### config.mk
export PLATFORM = sky130hd
export DESIGN_NAME = ctl_i2c_wslave
export DESIGN_NICKNAME = d
export VERILOG_FILES = /design/src/rtl/wrslv_pkg.sv /design/src/rtl/wrslv_sync.sv /design/src/rtl/wrslv_rx.sv /design/src/rtl/wrslv_bank.sv /design/src/rtl/ctl_i2c_wslave.sv
export SDC_FILE = /design/constraint.sdc
export NUM_CORES = 1
export LEC_CHECK = 0
export BUFFER_PORTS_ARGS = -buffer_cell sky130_fd_sc_hd__buf_2
export CORE_MARGIN = 3
export CORE_UTILIZATION = 39
export DETAILED_ROUTE_END_ITERATION = 10
export PLACE_DENSITY = 0.57
export SLEW_MARGIN = 20
export SYNTH_ARGS = -nofsm -noshare
export SYNTH_HDL_FRONTEND = slang
export SYNTH_SLANG_ARGS = --single-unit
export TNS_END_PERCENT = 50
### constraint.sdc
create_clock -name clk -period 3.07 [get_ports clk]
set_clock_uncertainty 0.1 [all_clocks]
set_input_delay 0.307 -clock clk [delete_from_list [all_inputs] [get_ports clk]]
set_output_delay 0.307 -clock clk [all_outputs]
set_load 0.005 [all_outputs]
### src/rtl/wrslv_pkg.sv
package wrslv_pkg;

    typedef enum logic [2:0] {
        RX_IDLE,
        RX_SHIFT,
        RX_ACK_SETUP,
        RX_ACK_HOLD,
        RX_SKIP
    } rx_state_e;

    typedef enum logic [1:0] {
        FLD_ADDR,
        FLD_SUB,
        FLD_DATA
    } field_e;

    typedef struct packed {
        logic       hit;
        logic [7:0] idx;
    } slot_t;

    // Locations below low_cnt map straight to slots; a second group starts at high_base.
    function automatic slot_t slot_lookup(input logic [7:0] sub, input int low_cnt,
                                          input int high_base, input int nreg);
        slot_t r;
        int    s;
        s     = int'(sub);
        r.hit = 1'b0;
        r.idx = '0;
        if (s < low_cnt) begin
            r.hit = 1'b1;
            r.idx = sub;
        end else if (s >= high_base && s < high_base + nreg - low_cnt) begin
            r.hit = 1'b1;
            r.idx = 8'(s - high_base + low_cnt);
        end
        return r;
    endfunction

endpackage

### src/rtl/wrslv_sync.sv
module wrslv_sync #(
    parameter int STAGES = 2
) (
    input  logic clk,
    input  logic rst,
    input  logic scl_in,
    input  logic sda_in,
    output logic scl_s,
    output logic sda_s,
    output logic scl_rise,
    output logic scl_fall,
    output logic start_det,
    output logic stop_det
);
    localparam int MSB = STAGES - 1;

    typedef struct packed {
        logic [STAGES-1:0] scl_sh;
        logic [STAGES-1:0] sda_sh;
        logic              scl_prev;
        logic              sda_prev;
    } sync_t;

    sync_t sy_d, sy_q;

    always_comb begin
        sy_d          = sy_q;
        sy_d.scl_sh   = {sy_q.scl_sh[STAGES-2:0], scl_in};
        sy_d.sda_sh   = {sy_q.sda_sh[STAGES-2:0], sda_in};
        sy_d.scl_prev = sy_q.scl_sh[MSB];
        sy_d.sda_prev = sy_q.sda_sh[MSB];
    end

    always_ff @(posedge clk) begin
        if (rst) sy_q <= '1;
        else     sy_q <= sy_d;
    end

    assign scl_s     = sy_q.scl_sh[MSB];
    assign sda_s     = sy_q.sda_sh[MSB];
    assign scl_rise  = scl_s & ~sy_q.scl_prev;
    assign scl_fall  = ~scl_s & sy_q.scl_prev;
    assign start_det = scl_s & sy_q.scl_prev & sy_q.sda_prev & ~sda_s;
    assign stop_det  = scl_s & sy_q.scl_prev & ~sy_q.sda_prev & sda_s;

endmodule

### src/rtl/wrslv_rx.sv
module wrslv_rx
    import wrslv_pkg::*;
#(
    parameter int         DW       = 8,
    parameter logic [6:0] DEV_ADDR = 7'h5B
) (
    input  logic          clk,
    input  logic          rst,
    input  logic          sda_s,
    input  logic          scl_rise,
    input  logic          scl_fall,
    input  logic          start_det,
    input  logic          stop_det,
    output logic          sda_oe,
    output logic          wr_en,
    output logic [DW-1:0] wr_ptr,
    output logic [DW-1:0] wr_data
);
    localparam int CW = $clog2(DW);
    localparam logic [CW-1:0] LAST_BIT = CW'(DW - 1);
    localparam logic [DW-1:0] MATCH_BYTE = DW'({DEV_ADDR, 1'b0});

    typedef struct packed {
        rx_state_e     state;
        field_e        field;
        logic [CW-1:0] bitcnt;
        logic [DW-1:0] shreg;
        logic [DW-1:0] ptr;
        logic          oe;
        logic          wr_en;
        logic [DW-1:0] wr_ptr;
        logic [DW-1:0] wr_data;
    } rx_t;

    rx_t rx_d, rx_q;
    logic [DW-1:0] byte_in;

    assign byte_in = {rx_q.shreg[DW-2:0], sda_s};

    always_comb begin
        rx_d       = rx_q;
        rx_d.wr_en = 1'b0;
        if (stop_det) begin
            rx_d.state = RX_IDLE;
            rx_d.oe    = 1'b0;
        end else if (start_det) begin
            rx_d.state  = RX_SHIFT;
            rx_d.field  = FLD_ADDR;
            rx_d.bitcnt = '0;
            rx_d.oe     = 1'b0;
        end else begin
            unique case (rx_q.state)
                RX_SHIFT: if (scl_rise) begin
                    rx_d.shreg = byte_in;
                    if (rx_q.bitcnt == LAST_BIT) begin
                        rx_d.bitcnt = '0;
                        rx_d.state  = RX_ACK_SETUP;
                        unique case (rx_q.field)
                            FLD_ADDR: if (byte_in != MATCH_BYTE) rx_d.state = RX_SKIP;
                            FLD_SUB:  rx_d.ptr = byte_in;
                            default: begin
                                rx_d.wr_en   = 1'b1;
                                rx_d.wr_ptr  = rx_q.ptr;
                                rx_d.wr_data = byte_in;
                                rx_d.ptr     = rx_q.ptr + 1'b1;
                            end
                        endcase
                    end else begin
                        rx_d.bitcnt = rx_q.bitcnt + 1'b1;
                    end
                end
                RX_ACK_SETUP: if (scl_fall) begin
                    rx_d.oe    = 1'b1;
                    rx_d.state = RX_ACK_HOLD;
                end
                RX_ACK_HOLD: if (scl_fall) begin
                    rx_d.oe    = 1'b0;
                    rx_d.state = RX_SHIFT;
                    rx_d.field = (rx_q.field == FLD_ADDR) ? FLD_SUB : FLD_DATA;
                end
                default: ;
            endcase
        end
    end

    always_ff @(posedge clk) begin
        if (rst) begin
            rx_q       <= '0;
            rx_q.state <= RX_IDLE;
            rx_q.field <= FLD_ADDR;
        end else begin
            rx_q <= rx_d;
        end
    end

    assign sda_oe  = rx_q.oe;
    assign wr_en   = rx_q.wr_en;
    assign wr_ptr  = rx_q.wr_ptr;
    assign wr_data = rx_q.wr_data;

endmodule

### src/rtl/wrslv_bank.sv
module wrslv_bank
    import wrslv_pkg::*;
#(
    parameter int DW        = 8,
    parameter int NREG      = 8,
    parameter int LOW_CNT   = 2,
    parameter int HIGH_BASE = 5
) (
    input  logic               clk,
    input  logic               rst,
    input  logic               wr_en,
    input  logic [DW-1:0]      wr_ptr,
    input  logic [DW-1:0]      wr_data,
    output logic [NREG*DW-1:0] bank_o
);
    logic [NREG-1:0][DW-1:0] regs_d, regs_q;
    logic [NREG-1:0][DW-1:0] keep_mask;
    slot_t                   sel;

    // Narrow (volume) slots store only the low DW-1 bits.
    for (genvar g = 0; g < NREG; g++) begin : g_slot
        if (g < LOW_CNT) begin : g_narrow
            assign keep_mask[g] = {1'b0, {(DW-1){1'b1}}};
        end else begin : g_full
            assign keep_mask[g] = '1;
        end
        assign bank_o[g*DW +: DW] = regs_q[g];
    end

    always_comb begin
        regs_d = regs_q;
        sel    = slot_lookup(8'(wr_ptr), LOW_CNT, HIGH_BASE, NREG);
        for (int i = 0; i < NREG; i++) begin
            if (wr_en && sel.hit && sel.idx == 8'(i))
                regs_d[i] = wr_data & keep_mask[i];
        end
    end

    always_ff @(posedge clk) begin
        if (rst) regs_q <= '0;
        else     regs_q <= regs_d;
    end

endmodule

### src/rtl/ctl_i2c_wslave.sv
module ctl_i2c_wslave #(
    parameter int         DW          = 8,
    parameter int         NREG        = 8,
    parameter int         LOW_CNT     = 2,
    parameter int         HIGH_BASE   = 5,
    parameter int         SYNC_STAGES = 2,
    parameter logic [6:0] DEV_ADDR    = 7'h5B
) (
    input  logic               clk,
    input  logic               rst,
    input  logic               scl_in,
    input  logic               sda_in,
    output logic               sda_oe,
    output logic [NREG*DW-1:0] bank_o
);
    logic          scl_s, sda_s, scl_rise, scl_fall, start_det, stop_det;
    logic          wr_en;
    logic [DW-1:0] wr_ptr, wr_data;

    wrslv_sync #(.STAGES(SYNC_STAGES)) u_sync (
        .clk(clk), .rst(rst), .scl_in(scl_in), .sda_in(sda_in),
        .scl_s(scl_s), .sda_s(sda_s), .scl_rise(scl_rise), .scl_fall(scl_fall),
        .start_det(start_det), .stop_det(stop_det)
    );

    wrslv_rx #(.DW(DW), .DEV_ADDR(DEV_ADDR)) u_rx (
        .clk(clk), .rst(rst), .sda_s(sda_s), .scl_rise(scl_rise), .scl_fall(scl_fall),
        .start_det(start_det), .stop_det(stop_det), .sda_oe(sda_oe),
        .wr_en(wr_en), .wr_ptr(wr_ptr), .wr_data(wr_data)
    );

    wrslv_bank #(.DW(DW), .NREG(NREG), .LOW_CNT(LOW_CNT), .HIGH_BASE(HIGH_BASE)) u_bank (
        .clk(clk), .rst(rst), .wr_en(wr_en), .wr_ptr(wr_ptr), .wr_data(wr_data),
        .bank_o(bank_o)
    );

endmodule

; ---- After elaboration in Yosys (flattened, before gate mapping)
; Index checks and enable logic that the tools add are counted.
[totals]
elab_cells = 120
out_inout_bits = 65
reg_bits = 110
in_bits = 4
[classes]
mux = 21
eq_ne = 21
order_cmp = 3
bitwise = 18
n_reduce_logical = 31
n_addsub = 4
[op_table]
columns = operator, count
row1 = two-way mux 19 bit, 2
row2 = "equality test 8 x 3 -> 1 bit, second input constant", 4
row3 = two-way mux 3 bit, 6
row4 = two-way mux 9 bit, 2
row5 = two-way mux 17 bit, 1
row6 = "equality test 8 x 2 -> 1 bit, second input constant", 2
row7 = case mux 8 bit (2 select lines), 1
row8 = AND reduction 6 bit, 2
row9 = NOT 1 bit, 11
row10 = logical AND 1 bit, 10
row11 = AND reduction 5 bit, 2
row12 = nonzero test 2 bit, 5
row13 = "inequality test 3 bit, second input constant", 3
row14 = case mux 3 bit (3 select lines), 1
row15 = AND reduction 3 bit, 3
row16 = "adder 8 x 1 -> 8 bit, second input constant", 1
row17 = "adder 8 x 3 -> 8 bit, second input constant", 1
row18 = "equality test 8 x 1 -> 1 bit, second input constant", 1
row19 = "greater-or-equal comparator 8 x 3 -> 1 bit, second input constant", 1
row20 = zero test 8 bit, 1
row21 = "less-than comparator 8 x 2 -> 1 bit, second input constant", 1
row22 = "less-than comparator 8 x 4 -> 1 bit, second input constant", 1
row23 = two-way mux 8 bit, 1
row24 = "inequality test 8 bit, second input constant", 1
row25 = other kinds (22), 34

; ---- Longest topological paths before layout
; Gate-level depths: netlist (run 1).
[depth]
depth_word = 7
ltp_mapped = 10
mapped_depth_nobuf = 7

; ---- Modules after synthesis
; Synthesis (run 1) repeated with hierarchy kept, for this count alone.
[hier_totals]
cells_unflattened = 486
area_unflattened_um2 = 4814.6
[by_module_without_submodules]
columns = mod, seq_area_each_um2, area_each_um2, cells_each, n_inst
row1 = wrslv_bank, 1241.2, 2695.1, 249, 1
row2 = wrslv_rx, 820.8, 1929.4, 221, 1
row3 = wrslv_sync, 120.1, 190.2, 16, 1

; ---- Worst setup path before layout (run 1)
; No wires, ideal clock.
[synth_path]
path_type = register -> register
from = register u_rx.rx_q (netlist bit u_rx.wr_ptr[0])
to = register u_bank.regs_q (netlist bit u_bank.bank_o[40])
path_stages_with_launch = 10
synth_period_minus_slack_ns = 2.400
arrival_time_ns = 2.183
setup_time_ns = 0.117
setup_slack_ns = 0.670
t_required_ns = 2.853
n_path_buf = 2
cell_sequence = dfxtp_1 -> clkbuf_8 -> inv_1 -> ha_1 -> clkbuf_1 -> nor2_1 -> nand3_1 -> a2111oi_4 -> mux2i_1 -> nor2_1
[synth_via]
elab_chain_cells = 6
elab_cells_between_ends = 11
cone_classes = 2 x add/sub / 3 x order compare / 1 x eq/ne / 2 x mux / 3 x reduce/logical
[synth_lines]
columns = item, line_no
row1 = from (decl), wrslv_rx.sv:35  ; rx_t rx_d, rx_q;
row2 = from (signal assigned), wrslv_rx.sv:92  ; rx_q <= rx_d;
row3 = "subtractor 8 x 3 -> 8 bit, or another cell as far along", wrslv_pkg.sv:35  ; r.idx = 8'(s - high_base + low_cnt);
row4 = adder 8 x 3 -> 8 bit or logical AND 1 bit (tied branches), "wrslv_pkg.sv:35, wrslv_pkg.sv:33"
row5 = two-way mux 9 bit, wrslv_pkg.sv:33  ; end else if (s >= high_base && s < high_base + nreg - low_cnt) begin
row6 = two-way mux 9 bit (*), wrslv_pkg.sv:30  ; if (s < low_cnt) begin
row7 = equality test 8 x 3 -> 1 bit or logical AND 1 bit (tied branches), wrslv_bank.sv:34  ; if (wr_en && sel.hit && sel.idx == 8'(i))
row8 = logical AND 1 bit (*), wrslv_bank.sv:34
row9 = to (signal assigned), wrslv_bank.sv:41  ; else regs_q <= regs_d;
row10 = to (decl), wrslv_bank.sv:16  ; logic [NREG-1:0][DW-1:0] regs_d, regs_q;
; Mark *: on every way between the ends. The rest lies on a longest branch, timed or not.
; A chain may end at the register's enable or synchronous reset.

; ---- Worst setup path in the final report (run 1)
[layout_path]
from = register u_rx.rx_q (netlist bit u_rx.wr_ptr[1])
to = register u_bank.regs_q (netlist bit u_bank.bank_o[62])
; Same word-level chain as after synthesis.

==> run metrics, run 1 <==
outcome finished clean; drt first pass iters 4; Slowest-stage cell, CP a21oi_1; Total Wirelength 10400 um; ant diodes 0; Yosys warnings 0; initial core utilization 40.2%; area delta synth->final 15.1%; root buf cell clkbuf_16; clock slew at reported path FFs 70 ps; Critical Path End Type flop; P per Cell Area 483 nW/um2; post-CTS sizing 0; synthesized cell area 4630 um2; top area cells in the synthesized netlist dfxtp_1, mux2i_1, nand2b_1, nor2_1, nand2_1; Setup Buffers After CTS 0; Buf/Inv on CP 1; Post-Syn Area per Cell 9.75 um2; DRC Markers 0; CP Max Fanout 8; Seq/Total Area, Yosys 47.1%; Crit path required time 3230 ps; Worst-Skew Late Latency 350 ps; Synth Flop Type dfxtp_1; Synth cell types 53; commonest non-fill, non-tap cell in the layout dfxtp_1; row cnt 39; Max Cap Viol 0; share of layout cells above drive strength 1 20.2%; H-tree depth 3; Static Leak 0.00243 uW; CTS Buf Count 9; Remaining Overflow, GRT 0; CP cell instances inv_1 -> ha_1 -> or2b_2 -> a21oi_1 -> nor2_1 -> nand4_2 -> mux2i_1; Post-DP Area 5050 um2; final hold vios 0; Max Slew Vio Count 0; clock buffer depth 2; #FFs+latches synth 109; I/O pin total 69; vias in the first global route 3226; Critical Path Start Type flop; most frequent cells in the layout dfxtp_1, mux2i_1, buf_2; Worst Setup Path Type flop to flop; share of the synthesized area in the top cell type 47.1%; critical path arrival 2820 ps; fin area 5330 um2; Die ar. 13200 um2; antenna-violating nets left 0; largest net degree at the start of global routing 56; VDD IR max 376 uV; hpwl dp 7430 um; via/cell ratio 5.02; CTS tree built; clk sinks 109; core area 11500 um2; Post-CTS Hold Buffers 0; Final Cycle Share 86.7%; total number of vias 3431; WL/cell 15.2 um; f_max 376 MHz; first-pass GRT wire length 16900 um; Async SR Flop Fraction 0%; worst-margin pin slew 1040 ps; Total GRT Usage 16.2%; Worst path top cell family by delay simple AND/OR/NAND/NOR gates; min cycle time layout 2660 ps; Min-Delay Path Class input pin to flop; gpl congestion 0.759; CP max stage delay 550 ps; nets 545; area leader, netlist dfxtp_1; final setup violation count 0; RSZ-0062 raised after global routing false; Die H 115 um; Die W 115 um; setup TNS 0 ps; Slew headroom 30.7%; Post-synth EDFFs 0; DRT iter0 DRCs 192; initial antenna violation count 0; post-synthesis cell count 475; PortBufs 66
-- worst reg2reg max path: cells and delay by family, from the launching register on --
kind / cells / cell delay, ps
compound gates: 1 / 550
fa+ha+maj: 1 / 180
buf+inv: 1 / 110
flops: 1 / 490
mux: 1 / 270
simple gates: 3 / 890
-- flip-flops by register name, indices dropped and copies added, names as in the netlist --
register       flops
u_sync.scl_s       1
u_rx.wr_data       8
u_bank.bank_o     62
u_rx.wr_ptr        8
u_rx.sda_oe        1
u_rx.wr_en         1
u_sync.sda_s       1
u_rx.rx_q         16
u_sync.sy_q        2
u_rx.byte_in       7
u_sync.sy_d        2
-- layout make-up --
| cell class | instances | area, um2 |
|---|---|---|
| Multi-Input combinational cell | 333 | 2260 |
| Clock buffer | 11 | 243 |
| Clock inverter | 5 | 41.3 |
| Timing Repair Buffer | 75 | 398 |
| Inverter | 7 | 26.3 |
| Fill cell | 1115 | 6180 |
| Tap cell | 143 | 179 |
| Sequential cell | 109 | 2180 |
-- path summary, 6_finish.rpt --
kind,from,end,slack [ps],cells past startpoint
worst max-delay path,u_rx.wr_ptr[1],u_bank.bank_o[62],410,7
worst min-delay path,sda_in,u_sync.sy_d[3],40,2
worst max register to register,u_rx.wr_ptr[1],u_bank.bank_o[62],410,7
worst min register to register,u_sync.sy_d[5],u_sync.scl_s,320,1
-- through the flow --
stage | power [uW] | util, % | std cells | setup slack [ps] | hold WS [ps]
4_1_cts | 2610 | 46.3 | 683 | 405 | 22.1
3_3_place_gp | 1500 | 43.9 | 667 | 526 | 293
3_5_place_dp | 1500 | 43.9 | 667 | 424 | 302
2_1_floorplan | 1490 | - | 476 | 670 | 289
5_1_grt | 2670 | 46.3 | 683 | 207 | 27.8
6_report | 2580 | 46.3 | 683 | 408 | 35.9
-- logic make-up after synthesis --
| family | synth area share, % |
|---|---|
| AND/OR/NAND/NOR | 21.8 |
| multiplexers | 15.6 |
| XOR/XNOR | 0.567 |
| other | 0.0809 |
| adder cells (fa/ha/maj) | 1.62 |
| flip-flops | 47.1 |
| buffers and inverters | 4.10 |
| AO/OA/AOI/OAI | 9.21 |
-- per-layer routing --
layer  vias up  global-route usage (%)  wire, um
met5         -                       0         0
met4         0                    5.63        83
met3         7                    4.00       390
met2        52                    25.1      4870
met1      1625                    22.2      5060
li1       1747                       -         -
-- synth_stat cells, types with 2 or more instances --
master / number
dfxtp_1: 109
mux2i_1: 72
nor2_1: 64
nand2b_1: 42
nand2_1: 32
a21oi_1: 21
clkbuf_1: 15
o21ai_0: 12
nand3b_1: 9
nand3_1: 8
inv_1: 7
ha_1: 6
or2_2: 6
a31oi_1: 5
buf_2: 4
buf_6: 4
nor3_1: 4
nand4_1: 3
nand4_2: 3
xnor2_1: 3
a2111o_1: 2
a2111oi_4: 2
a211oi_1: 2
a21o_1: 2
a22oi_1: 2
a311oi_1: 2
buf_4: 2
clkbuf_8: 2
nor2b_1: 2
nor4bb_1: 2
o21ai_2: 2
o21bai_1: 2
o31ai_1: 2
-- power by group --
group          switching (uW)  leakage [uW]  internal [uW]  total, uW
clock                     528      0.000138            583       1110
sequential               4.54      0.000879           1420       1420
combinational            26.8       0.00141           19.4       46.2
total                     560       0.00243           2020       2580
(Power assumes the default switching activity.)
==> run 2: changes to the inputs <==
==> constraint.sdc (replaced) <==
create_clock -name clk -period 2.5 [get_ports clk]
set_clock_uncertainty 0.1 [all_clocks]
set_input_delay 0.25 -clock clk [delete_from_list [all_inputs] [get_ports clk]]
set_output_delay 0.25 -clock clk [all_outputs]
set_load 0.005 [all_outputs]
==> run metrics, run 2 (same netlist as run 1, synthesis figures left out) <==
GR peak layer met2; Post-DP Area 5100 um2; DRT iter0 DRCs 226; total number of vias 3523; GR Util met2 26.0%; clk sinks 109; CTS tree built; share of layout cells above drive strength 1 22.0%; P per Cell Area 600 nW/um2; via/cell ratio 5.08; area delta synth->final 17.4%; root buf cell clkbuf_16; outcome finished clean; f_max 425 MHz; first-pass GRT wire length 16900 um; largest net degree at the start of global routing 43; I/O pin total 69; Max Cap Viol 0; final core occ 47.3%; Final Power 3270 uW; ant diodes 0; worst-margin pin slew 613 ps; gpl congestion 0.770; Total Wirelength 10500 um; Min-Delay Path Class input pin to flop; Total GRT Usage 16.3%; Crit path required time 2620 ps; Max Slew Vio Count 0; CP Max Fanout 8; initial core utilization 40.2%; critical path arrival 2470 ps; Static Leak 0.00249 uW; fin area 5440 um2; Critical Path Start Type flop; met3 Track Usage GR 3.11%; Setup WS post-layout 149 ps; max reg flops 62; final hold vios 0; most frequent cells in the layout dfxtp_1, mux2i_1, buf_2; pre-CTS setup slack 78.9 ps; core area 11500 um2; flop2flop setup slack 150 ps; final setup violation count 0; M1 GR Usage 21.6%; Die W 115 um; nets 555; WL/cell 15.1 um; min cycle time layout 2350 ps; DRC Markers 0; row cnt 39; Worst Setup Path Type flop to flop; clock buffer depth 2; Worst-Skew Late Latency 350 ps; VDD IR max 343 uV; CTS Buf Count 9; Remaining Overflow, GRT 0; Die H 115 um; Slew headroom 58.6%; clock slew at reported path FFs 80 ps; drt first pass iters 4; initial antenna violation count 0; Die ar. 13200 um2; H-tree depth 3; Critical Path End Type flop; PortBufs 66; antenna-violating nets left 0; hpwl dp 7510 um; vias in the first global route 3283; commonest non-fill, non-tap cell in the layout dfxtp_1; Final Cycle Share 94.0%
## run 2: changes by cell type in the layout (fill, tap and decap cells not counted), sizes merged
cell / delta
clkinv: +1
buf: +8
dlygate4sd3: +2
bufinv: +1
clkbuf: -2
## run 2: worst paths after layout
path	start	end	depth (start not counted)
worst max register to register	u_rx.wr_ptr[1]	u_bank.bank_o[48]	8
worst max-delay path	u_rx.wr_ptr[1]	u_bank.bank_o[48]	8
worst min register to register	u_sync.sy_d[3]	u_sync.sda_s	1
worst min-delay path	rst	u_bank.bank_o[32]	2
## run 2: layout make-up
type	count	area (um2)
multi-input cells	333	2270
flip-flops and latches	109	2180
clock buffers	9	225
repair buffers	85	478
clock inverters	7	80.1
fillers	1097	6070
well taps	143	179
inverters	7	26.3
## run 2: timing repair
item | 4_1_cts | 5_1_grt
setup endpoints to repair | 0 | 31
hold buffers | 2 | 0
hold endpoints to repair | 2 | 0
gates resized for setup | 0 | 3
setup buffers | 0 | 1
## run 2: per-layer routing
| layer | vias to the layer above | share of wire, % |
|---|---|---|
| met3 | 12 | 3.2 |
| met1 | 1676 | 49 |
| met4 | 0 | 1.7 |
| li1 | 1783 | - |
| met2 | 52 | 47 |
| met5 | - | 0 |
## run 2: power by group
group	leakage [uW]	switching, uW	internal (uW)	total [uW]
Combinational	0.00146	34.0	25.9	59.9
Sequential	0.000879	5.45	1740	1740
Clock	0.000148	670	791	1460
Total	0.00249	710	2560	3270
## run 2: stage by stage
step           TNS (ps)  hold slack (ps)  std cells
2_1_floorplan         0              254        476
3_3_place_gp          0              298        674
3_5_place_dp          0              293        674
4_1_cts               0              293        692
5_1_grt           -17.8              326        693
6_report              0              293        693
## run 2: worst max-delay path, stage by stage, from the launching register on
cell	delay, ps
dfxtp_1	400
ha_1	260
nor3b_1	340
a21oi_2	100
buf_4	170
a2111oi_4	350
buf_4	250
mux2i_1	190
nor2_1	50
==> run 3: changes to the inputs <==
--- a/config.mk
+++ b/config.mk
@@ -8,6 +8,7 @@
 export BUFFER_PORTS_ARGS = -buffer_cell sky130_fd_sc_hd__buf_2
 export CORE_MARGIN = 3
 export CORE_UTILIZATION = 39
+export CTS_BUF_LIST = sky130_fd_sc_hd__clkbuf_4 sky130_fd_sc_hd__clkbuf_8
 export DETAILED_ROUTE_END_ITERATION = 10
 export PLACE_DENSITY = 0.57
 export SLEW_MARGIN = 20
==> run metrics, run 3 (same netlist as run 1, synthesis figures left out) <==
Layout Cells excl Fill 694; Die H 115 um; ant diodes 0; Critical Path End Type flop; P per Cell Area 545 nW/um2; Post-DP Area 5100 um2; Remaining Overflow, GRT 0; Total GRT Usage 16.2%; clock slew at reported path FFs 110 ps; Max Slew Vio Count 0; VDD IR max 398 uV; Die ar. 13200 um2; drt first pass iters 4; DRT iter0 DRCs 221; area delta synth->final 15.4%; nets 556; final hold vios 0; Comb pwr share 2.1%; Hold Crit Start rst; vias in the first global route 3303; hpwl dp 7510 um; largest net degree at the start of global routing 43; Critical Path Start Type flop; I/O pin total 69; gpl congestion 0.770; CTS tree built; Worst Setup Path Type flop to flop; Final Cycle Share 95.2%; WHS 266 ps; Die W 115 um; Total Wirelength 10600 um; Slew headroom 58.9%; Max Cap Viol 0; clk sinks 109; WL/cell 15.2 um; H-tree depth 3; antenna-violating nets left 0; clock share of power 38.1%; core area 11500 um2; placed cell count 674; Sw Share 23.0%; fin area 5350 um2; clock buffer depth 2; final setup violation count 0; Static Leak 0.00245 uW; worst-margin pin slew 607 ps; critical path arrival 2530 ps; Crit path required time 2650 ps; PortBufs 66; Critical Path Source u_rx.wr_ptr[1]; share of layout cells above drive strength 1 22.1%; first-pass GRT wire length 16900 um; switching pwr 671 uW; DRC Markers 0; Internal 2240 uW; CTS Buf Count 9; CP Max Fanout 8; initial core utilization 40.2%; f_max 420 MHz; total number of vias 3505; min cycle time layout 2380 ps; root buf cell clkbuf_8; FF-to-FF Start u_rx.wr_ptr[1]; max reg flops 62; initial antenna violation count 0; Worst-Skew Late Latency 380 ps; sequential fraction of design power 59.9%; Min-Delay Path Class input pin to flop; row cnt 39; via/cell ratio 5.05; commonest non-fill, non-tap cell in the layout dfxtp_1; most frequent cells in the layout dfxtp_1, mux2i_1, buf_2; outcome finished clean
-- run 3: what timing repair did --
item                                    4_1_cts  5_1_grt
setup buffers                                 0        2
hold buffers                                  2        0
endpoints found under the hold margin         2        0
resized for setup                             0        3
endpoints found under the setup margin        0       38
-- run 3: area by class of cell --
class                      count  area [um2]
multi-input combinational    333        2270
inverter                       7        26.3
fill                        1117        6170
clock inverter                 7        80.1
timing repair buffer          86         485
sequential                   109        2180
tap                          143         179
clock buffer                   9         124
-- run 3: metal layers --
layer / vias up / GRT usage, % / wire length, um
met3: 10 / 3.11 / 296
li1: 1773 / - / -
met2: 44 / 25.8 / 4920
met5: - / 0 / 0
met4: 0 / 6.34 / 128
met1: 1678 / 21.6 / 5210
-- run 3: critical path, cell delays in order, from the launching register on --
cell,delay (ps)
dfxtp_1,410
ha_1,260
nor3b_1,340
a21oi_2,100
buf_4,170
a2111oi_4,370
buf_4,250
mux2i_1,190
nor2_1,50
-- run 3: stage by stage --
step	power [uW]	utilization (%)	setup TNS (ps)	setup slack (ps)
6_report	2910	46.4	0	119
2_1_floorplan	1830	-	0	99.7
5_1_grt	3030	46.4	-101	-35.7
3_3_place_gp	1840	44.3	0	148
3_5_place_dp	1840	44.3	0	78.9
4_1_cts	2960	46.3	0	55.9
-- run 3: final timing paths --
check / endpoint / slack [ps] / cells past startpoint
worst min-delay path: u_bank.bank_o[32] / 270 / 2
worst max-delay path: u_bank.bank_o[49] / 120 / 8
worst max register to register: u_bank.bank_o[49] / 120 / 8
worst min register to register: u_sync.sda_s / 320 / 1
-- run 3: power by group through the flow --
stage	clock network (uW)	registers (uW)	logic, uW
after floorplan	0	1780	51.0
after global placement	0	1790	57.3
after detailed placement	0	1790	58.1
after CTS	1150	1750	60.5
after global routing	1220	1750	66.6
final	1110	1750	60.0
